[src/rtl/opsel_pkg.sv]
// Shared encodings for the operand selector.
// Assumes the instruction half layout: opcode[15:11], mode[10:8], value[7:0].
package opsel_pkg;
    localparam int OPC_W   = 5;
    localparam int MODE_W  = 3;
    localparam int VAL_W   = 8;
    localparam int INSTR_W = OPC_W + MODE_W + VAL_W;

    typedef enum logic [MODE_W-1:0] {
        MD_IMM      = 3'd0,
        MD_ABS      = 3'd1,
        MD_REL      = 3'd2,
        MD_RELINC   = 3'd3,
        MD_COOP     = 3'd4,
        MD_COOP_ABS = 3'd5,
        MD_COOP_REL = 3'd6,
        MD_CTRL     = 3'd7
    } opmode_e;

    typedef struct packed {
        logic [OPC_W-1:0] opc;
        opmode_e          mode;
        logic [VAL_W-1:0] val;
    } instr_t;
endpackage

[src/rtl/opsel_decode.sv]
// Combinational decode of one instruction half.
// Produces the memory read request, the non-memory operand, the
// address register update and the fire flag. Assumes DATA_W >= AW
// and DATA_W >= 8.
module opsel_decode
    import opsel_pkg::*;
#(
    parameter int DATA_W = 32,
    parameter int AW     = 6
) (
    input  logic              valid,
    input  logic [INSTR_W-1:0] instr,
    input  logic [AW-1:0]     addr_cur,
    input  logic [DATA_W-1:0] coop,
    output logic              rd_en,
    output logic [AW-1:0]     rd_addr,
    output logic              use_mem,
    output logic [DATA_W-1:0] direct_data,
    output logic              upd_en,
    output logic [AW-1:0]     upd_val,
    output logic              fire,
    output logic [OPC_W-1:0]  opc
);
    instr_t        ins;
    logic [AW-1:0] val_a;
    logic [AW-1:0] coop_a;
    logic [AW-1:0] rel_a;

    assign ins    = instr_t'(instr);
    assign opc    = ins.opc;
    assign val_a  = AW'(ins.val);
    assign coop_a = AW'(coop);
    assign rel_a  = val_a + addr_cur;

    // Select the operand source and address for the decoded mode.
    always_comb begin
        rd_addr     = '0;
        use_mem     = 1'b0;
        direct_data = '0;
        upd_en      = 1'b0;
        upd_val     = rel_a;
        fire        = valid;
        case (ins.mode)
            MD_IMM:      direct_data = DATA_W'($signed(ins.val));
            MD_ABS:      begin use_mem = 1'b1; rd_addr = val_a; end
            MD_REL:      begin use_mem = 1'b1; rd_addr = rel_a; end
            MD_RELINC:   begin use_mem = 1'b1; rd_addr = rel_a; upd_en = valid; end
            MD_COOP:     direct_data = coop;
            MD_COOP_ABS: begin use_mem = 1'b1; rd_addr = coop_a; end
            MD_COOP_REL: begin use_mem = 1'b1; rd_addr = val_a + coop_a; end
            default:     fire = 1'b0;
        endcase
    end

    assign rd_en = valid && use_mem;
endmodule

[src/rtl/opsel_addr_reg.sv]
// Local address register of the cell.
// It changes only when a post-updating relative instruction is accepted.
// Assumes a synchronous active-low reset.
module opsel_addr_reg #(
    parameter int AW = 6
) (
    input  logic          clk,
    input  logic          rst_n,
    input  logic          upd_en,
    input  logic [AW-1:0] upd_val,
    output logic [AW-1:0] addr_q
);
    // Hold the base address; load on the post-update mode.
    always_ff @(posedge clk) begin
        if (!rst_n)      addr_q <= '0;
        else if (upd_en) addr_q <= upd_val;
    end

    assert_addr_hold_R9: assert property (@(posedge clk) disable iff (!rst_n)
        !upd_en |=> $stable(addr_q));
    assert_addr_load_R5: assert property (@(posedge clk) disable iff (!rst_n)
        upd_en |=> addr_q == $past(upd_val));
endmodule

[src/rtl/opsel_lmem.sv]
// Local word memory of the cell: one write port and one registered read port.
// A read and a write to the same word in the same cycle return the old word.
module opsel_lmem #(
    parameter int DATA_W = 32,
    parameter int AW     = 6
) (
    input  logic              clk,
    input  logic              wr_en,
    input  logic [AW-1:0]     wr_addr,
    input  logic [DATA_W-1:0] wr_data,
    input  logic              rd_en,
    input  logic [AW-1:0]     rd_addr,
    output logic [DATA_W-1:0] rd_data
);
    localparam int DEPTH = 1 << AW;

    logic [DATA_W-1:0] mem [DEPTH];

    // Store a word from the write port.
    always_ff @(posedge clk) begin
        if (wr_en) mem[wr_addr] <= wr_data;
    end

    // Registered read for the operand path.
    always_ff @(posedge clk) begin
        if (rd_en) rd_data <= mem[rd_addr];
    end
endmodule

[src/rtl/acc_operand_fetch.sv]
// Operand-fetch stage of an accumulator execution cell.
// Decodes an instruction half and returns the ALU's second operand
// with one cycle of latency. The opcode travels alongside the operand.
// Assumes a synchronous active-low reset and DATA_W >= max(AW, 8).
module acc_operand_fetch
    import opsel_pkg::*;
#(
    parameter int DATA_W = 32,
    parameter int AW     = 6
) (
    input  logic               clk,
    input  logic               rst_n,
    input  logic               instr_valid,
    input  logic [INSTR_W-1:0] instr,
    input  logic [DATA_W-1:0]  coop,
    input  logic               mem_wr_en,
    input  logic [AW-1:0]      mem_wr_addr,
    input  logic [DATA_W-1:0]  mem_wr_data,
    output logic               op_valid,
    output logic [OPC_W-1:0]   op_code,
    output logic [DATA_W-1:0]  operand
);
    logic              rd_en, use_mem, upd_en, fire;
    logic [AW-1:0]     rd_addr, upd_val, addr_q;
    logic [DATA_W-1:0] direct_data, rd_data;
    logic [OPC_W-1:0]  opc;

    logic              valid_q, use_mem_q;
    logic [DATA_W-1:0] direct_q;
    logic [OPC_W-1:0]  opc_q;

    opsel_decode #(.DATA_W(DATA_W), .AW(AW)) u_dec (
        .valid(instr_valid), .instr(instr), .addr_cur(addr_q), .coop(coop),
        .rd_en(rd_en), .rd_addr(rd_addr), .use_mem(use_mem),
        .direct_data(direct_data), .upd_en(upd_en), .upd_val(upd_val),
        .fire(fire), .opc(opc)
    );

    opsel_addr_reg #(.AW(AW)) u_areg (
        .clk(clk), .rst_n(rst_n), .upd_en(upd_en), .upd_val(upd_val),
        .addr_q(addr_q)
    );

    opsel_lmem #(.DATA_W(DATA_W), .AW(AW)) u_mem (
        .clk(clk), .wr_en(mem_wr_en), .wr_addr(mem_wr_addr),
        .wr_data(mem_wr_data), .rd_en(rd_en), .rd_addr(rd_addr),
        .rd_data(rd_data)
    );

    // Align the non-memory operand, source choice and opcode with the read.
    always_ff @(posedge clk) begin
        if (!rst_n) begin
            valid_q   <= 1'b0;
            use_mem_q <= 1'b0;
            direct_q  <= '0;
            opc_q     <= '0;
        end else begin
            valid_q   <= fire;
            use_mem_q <= use_mem;
            direct_q  <= direct_data;
            opc_q     <= opc;
        end
    end

    assign op_valid = valid_q;
    assign op_code  = opc_q;
    assign operand  = !valid_q ? '0 : (use_mem_q ? rd_data : direct_q);

    assert_valid_follows_R10: assert property (@(posedge clk) disable iff (!rst_n)
        (instr_valid && instr[10:8] != 3'd7) |=> op_valid);
    assert_idle_quiet_R10: assert property (@(posedge clk) disable iff (!rst_n)
        !instr_valid |=> (!op_valid && operand == '0));
    assert_ctrl_no_operand_R9: assert property (@(posedge clk) disable iff (!rst_n)
        (instr_valid && instr[10:8] == 3'd7) |=> (!op_valid && operand == '0));
    assert_imm_sext_R2: assert property (@(posedge clk) disable iff (!rst_n)
        (instr_valid && instr[10:8] == 3'd0) |=>
            operand == DATA_W'($signed($past(instr[7:0]))));
    assert_coop_pass_R6: assert property (@(posedge clk) disable iff (!rst_n)
        (instr_valid && instr[10:8] == 3'd4) |=> operand == $past(coop));
    assert_opcode_carry_R1: assert property (@(posedge clk) disable iff (!rst_n)
        instr_valid |=> op_code == $past(instr[15:11]));
endmodule

[config.mk]
export PLATFORM = sky130hd
export DESIGN_NAME = acc_operand_fetch
export DESIGN_NICKNAME = d
export VERILOG_FILES = /design/src/rtl/opsel_pkg.sv /design/src/rtl/opsel_decode.sv /design/src/rtl/opsel_addr_reg.sv /design/src/rtl/opsel_lmem.sv /design/src/rtl/acc_operand_fetch.sv
export SDC_FILE = /design/constraint.sdc
export NUM_CORES = 2
export LEC_CHECK = 0
export BUFFER_PORTS_ARGS = -buffer_cell sky130_fd_sc_hd__buf_2
export CORE_MARGIN = 2
export CORE_UTILIZATION = 35
export CTS_BUF_LIST = sky130_fd_sc_hd__clkbuf_4
export DETAILED_ROUTE_END_ITERATION = 10
export GPL_ROUTABILITY_DRIVEN = 0
export PLACE_DENSITY_LB_ADDON = 0.05
export RECOVER_POWER = 25
export SLEW_MARGIN = 25
export SYNTH_ARGS = -nofsm -noshare
export SYNTH_HDL_FRONTEND = slang
export SYNTH_SLANG_ARGS = --single-unit
[constraint.sdc]
create_clock -name clk -period 10.01 [get_ports clk]
set_clock_uncertainty 0.2 [all_clocks]
set_input_delay 0 -clock clk [delete_from_list [all_inputs] [get_ports clk]]
set_output_delay 0 -clock clk [all_outputs]
set_load 0.005 [all_outputs]
* After elaboration in Yosys (flattened, before gate mapping)
Memory sizes are Yosys's and may differ from the RTL's. A register that Yosys moved wholly into a read port is not among the register bits. Cells that the tools add are included. Widths: inputs -> output; s select.
Storage, ports and cells: bits in registers 45, output and inout port bits 38, RAM bits 2048, logic and storage cells 28, memories 1, bits of input ports 90
Cells by class: eq/ne operators 6, muxes and demuxes 8, reduce and logical (&&, ||, !) cells 6, $add $sub $neg 2
Memories:
- u_mem.mem | words 64, width 32, rd ports 1, clocked after Yosys merged registers in 1, wr ports 1, line opsel_lmem.sv:17 | logic [DATA_W-1:0] mem [DEPTH];
Operators with widths (number):
- $mux 32 | 2
- $pmux 32 s2 | 1
- $pmux 6 s4 | 1
- $add 6x6->6 | 2
- $eq 3x3->1 const B | 3
- $reduce_or 7->1 | 1
- $eq 3x2->1 const B | 2
- $reduce_or 5->1 | 1
- $mux 1 | 4
- $eq 3x1->1 const B | 1
- $logic_not 3->1 | 1
- $reduce_and 2->1 | 1
- $reduce_or 2->1 | 1
- $logic_and 1x1->1 | 1

* Logic depth before layout (Yosys ltp)
word-level depth 4, mapped depth 14, gate-level depth less buffers 11

* Cells and area by module
From an unflattened synthesis, not the netlist that was laid out.
Second synthesis, totals: cell total of the unflattened synthesis 3625, area, all modules 81679.6 um^2
Modules (own cells, without submodules):
- opsel_lmem | seq. area each 62459.9 um^2, cells an instance 3324, times used 1, area an instance 78835.6 um^2
- acc_operand_fetch | seq. area each 780.7 um^2, cells an instance 153, times used 1, area an instance 1645.3 um^2
- opsel_decode | seq. area each 0.0 um^2, cells an instance 129, times used 1, area an instance 969.7 um^2
- opsel_addr_reg | seq. area each 120.1 um^2, cells an instance 19, times used 1, area an instance 229.0 um^2

* Worst setup path before layout
OpenSTA, ideal clock, no wires.
path type input-to-reg, start input mem_wr_addr[3], end memory u_mem.mem[48][0] (enable), arrival time 2.724 ns, required time 9.349 ns, library setup time 0.461 ns, buffers on the path 1, stages on the path 4, path slack 6.625 ns, cells stage by stage clkbuf_1 -> nor2b_1 -> nand4b_1 -> nor3_1
RTL lines:
- start, declared | line acc_operand_fetch.sv:17 | input logic [AW-1:0] mem_wr_addr,
- end, declared | line opsel_lmem.sv:17
Straight into the memory's write port.

* Worst setup path after layout
start register u_areg.addr_q[0], end register u_mem.rd_data[15], read port of u_mem.mem (data pin)
Between the ends: cells in the longest elaborated chain, start to end 2
RTL lines:
- start, declared | line opsel_addr_reg.sv:11 | output logic [AW-1:0] addr_q
- start signal, assigned | line opsel_addr_reg.sv:16 | else if (upd_en) addr_q <= upd_val;
- $add 6x6->6 | line opsel_decode.sv:33 | assign rel_a = val_a + addr_cur;
- $pmux 6 s4 | line opsel_decode.sv:43 | case (ins.mode)
- end, declared | line opsel_lmem.sv:13 | output logic [DATA_W-1:0] rd_data
Every way passes these cells. A chain may end at the register's enable or synchronous reset.

==> results.py <==
metrics = {
    "run_status": {
        "status": "finished, violations left",
        "violations": "capacitance limit, slew limit",
    },
    "hold_path": {
        "hold_class": "in2reg",
    },
    "detailed_routing": {
        "route.final.wire_length_mm": 280,
        "antenna_left": 0,
        "wl_per_cell_um": 27.4,
        "vias_per_cell": 5.25,
        "via_count": 53600,
        "drc_errors": 0,
        "dr.pass1.iters": 5,
        "drt_iter0_drc": 4492,
    },
    "synthesis": {
        "yosysTopAreaCellShare_pct": 74.0,
        "synth_area_per_cell_um2": 14.5,
        "synth_edf_count": 2080,
        "ys.flop_type": "edfxtp_1",
        "synth.largest_area_cell": "edfxtp_1",
        "ys_seq_elements": 2125,
        "ys_top_cells_by_area": "edfxtp_1, nand2_1, nand3_1",
        "synth_area_um2": 84400,
        "ys_seq_area_share_pct": 75.0,
        "syn_nets": 5923,
        "syn-instance-count": 5821,
        "ys_warn_count": 0,
        "ys_types": 66,
        "synthArstFlopShare_pct": 0,
    },
    "critical_path": {
        "critPathSlowestCell": "nor3_1",
        "path_buf_inv": 4,
        "crit_family": "buffers and inverters",
        "crit_type": "reg2reg",
        "startpoint_type": "flip-flop",
        "crit_arrival_ns": 6.60,
        "worstPathCellList": "ha_1 > inv_1 > fa_1 > xnor2_1 > a221oi_2 > nor2_4 > buf_4 > buf_4 > buf_4 > mux4_2 > mux2i_1 > mux2i_1 > nor3_1 > nor4_1",
        "cp-end-kind": "flip-flop",
        "cpMostUsedCell": "buf_4",
        "critPathRequiredTime_ns": 10.89,
        "cpPeakStageDelay_ns": 0.80,
        "path_max_fanout": 46,
    },
    "clock_network": {
        "ctsLongestPathBuffers": 4,
        "cts_buffers": 612,
        "clk_latency_ns": 1.39,
        "clkTransAtPathRegs_ns": 0.06,
        "cts-root-buf": "clkbuf_4",
        "cts_tree": "done",
        "cts_setup_buffers": 0,
        "htreeDepth": 6,
        "cts_num_sinks": 2125,
    },
    "sta": {
        "finalSetupViolations": 0,
        "worst_pin_slew_ns": 3.92,
        "relSlewSlack_pct": -162,
        "finalCriticalPeriod_ns": 5.72,
        "hold_viol_final": 0,
        "hold_ws_ns": 0.209,
        "rsz0062_at_grt": "false",
        "fin_ws_ns": 4.29,
        "fin_crit_sh_pct": 57.2,
        "max_freq_mhz": 175,
        "report.final.slew_viol_count": 1760,
        "finalSetupTns_ns": 0,
    },
    "placement": {
        "numPortBuffers": 127,
        "placedCellCount": 8920,
        "place_hpwl_mm": 148,
        "preCtsSetupSlack_ns": 4.28,
    },
    "die": {
        "row_count": 180,
        "die_h_um": 495,
        "die_area_um2": 245000,
        "start_util_pct": 35.1,
        "ios": 128,
        "die-width_um": 495,
        "core-area_um2": 240000,
    },
    "run": {
        "maxCapViolCount": 27,
    },
    "finish": {
        "nFillCells": 22400,
        "finalNonFillerCells": 10200,
        "drive_gt1_share_pct": 20.2,
        "fin_util_pct": 41.3,
        "final_common_cell": "edfxtp_1",
        "nNetsFinal": 6731,
        "mostFrequentLayoutCells": "edfxtp_1, nand2_1, clkbuf_4",
        "syn_to_final_growth_pct": 17.7,
    },
    "power_and_ir_drop": {
        "leakage_uw": 0.0341,
        "ir_drop_uv": 112,
        "power_density_nw_per_um2": 200,
    },
    "grt": {
        "grtUsageTotal_pct": 22.6,
        "grt-ovfl-total": 0,
        "grt_max_degree": 177,
        "antenna_found_initial": 12,
        "grt_pass1_vias": 54100,
        "grt_pass1_wl_mm": 397,
    },
}
stage by stage:
step	power (uW)	area, um2
floorplan	11200	84400
global placement	12100	89200
detailed placement	12100	89200
CTS	20100	99400
global route	20700	99400
finish	19900	99400
what timing repair did:
| item | 4_1_cts | 5_1_grt |
|---|---|---|
| hold buffers | 280 | 0 |
| hold endpoints to repair | 4146 | 0 |
| gates resized for setup | 0 | 0 |
worst reg2reg max path: stages, from the launching register on:
cell and delay [ns]:
dfxtp_1 0.34, ha_1 0.20, inv_1 0.06, fa_1 0.39, xnor2_1 0.32, a221oi_2 0.15
nor2_4 0.13, buf_4 0.41, buf_4 0.61, buf_4 0.73, mux4_2 0.42, mux2i_1 0.22
mux2i_1 0.27, nor3_1 0.80, nor4_1 0.19
synthesized netlist by cell type, types with 45 or more instances:
| master | number |
|---|---|
| buf_2 | 149 |
| nand3_1 | 550 |
| a31oi_1 | 92 |
| nor2b_1 | 66 |
| mux2i_1 | 207 |
| nor3_1 | 60 |
| edfxtp_1 | 2080 |
| mux4_2 | 96 |
| and3_1 | 130 |
| clkbuf_1 | 168 |
| nand2_1 | 1478 |
| nor2_1 | 85 |
| a311oi_1 | 60 |
| a32o_1 | 69 |
| a21oi_1 | 87 |
| dfxtp_1 | 45 |
path summary, 6_finish.rpt:
| check | from | to | slack [ns] | cells past startpoint |
|---|---|---|---|---|
| worst max-delay path | u_areg.addr_q[0] | u_mem.rd_data[15] | 4.29 | 14 |
| worst min-delay path | mem_wr_addr[4] | u_mem.mem[14][10] | 0.21 | 5 |
| worst max register to register | u_areg.addr_q[0] | u_mem.rd_data[15] | 4.29 | 14 |
| worst min register to register | u_mem.mem[37][17] | u_mem.rd_data[17] | 0.72 | 4 |
area by class of cell:
type                    count  area [um2]  share of cell area, %
flip-flops and latches   2125       63400                   63.8
clock inverters            90         556                  0.559
well taps                3185        3990                   4.01
repair buffers            579        4810                   4.84
inverters                   8        30.0                 0.0302
clock buffers             909        6820                   6.87
diodes                      9        22.5                 0.0227
multi-input cells        3303       19800                   19.9
power breakdown:
group          switching, uW  internal (uW)
clock network           3610           4300
logic                   1400            600
registers               62.8           9880
total                   5070          14800
registers in the layout, summed over array words and instances (netlist names):
register and count:
op_valid 1, u_mem.mem 2048, direct_q 32, u_mem.rd_data 32, op_code 5, use_mem_q 1
u_areg.addr_q 6
cells by family after synthesis:
logic type	Yosys count	share of synthesized area, %
simple gates	2493	13.1
flops	2125	75.0
compound gates	487	4.32
buf+inv	393	2.27
mux	304	5.03
fa+ha+maj	12	0.196
xor+xnor	7	0.0726
routing by layer:
| layer | track usage, % | vias to the layer above | part of all wire, % |
|---|---|---|---|
| li1 | - | 23900 | - |
| met1 | 31.8 | 27600 | 46 |
| met2 | 36.0 | 1713 | 47 |
| met3 | 4.42 | 358 | 5.7 |
| met4 | 5.46 | 0 | 1.6 |
| met5 | 0 | - | 0 |
No activity file was read; power rests on OpenSTA's default activity.
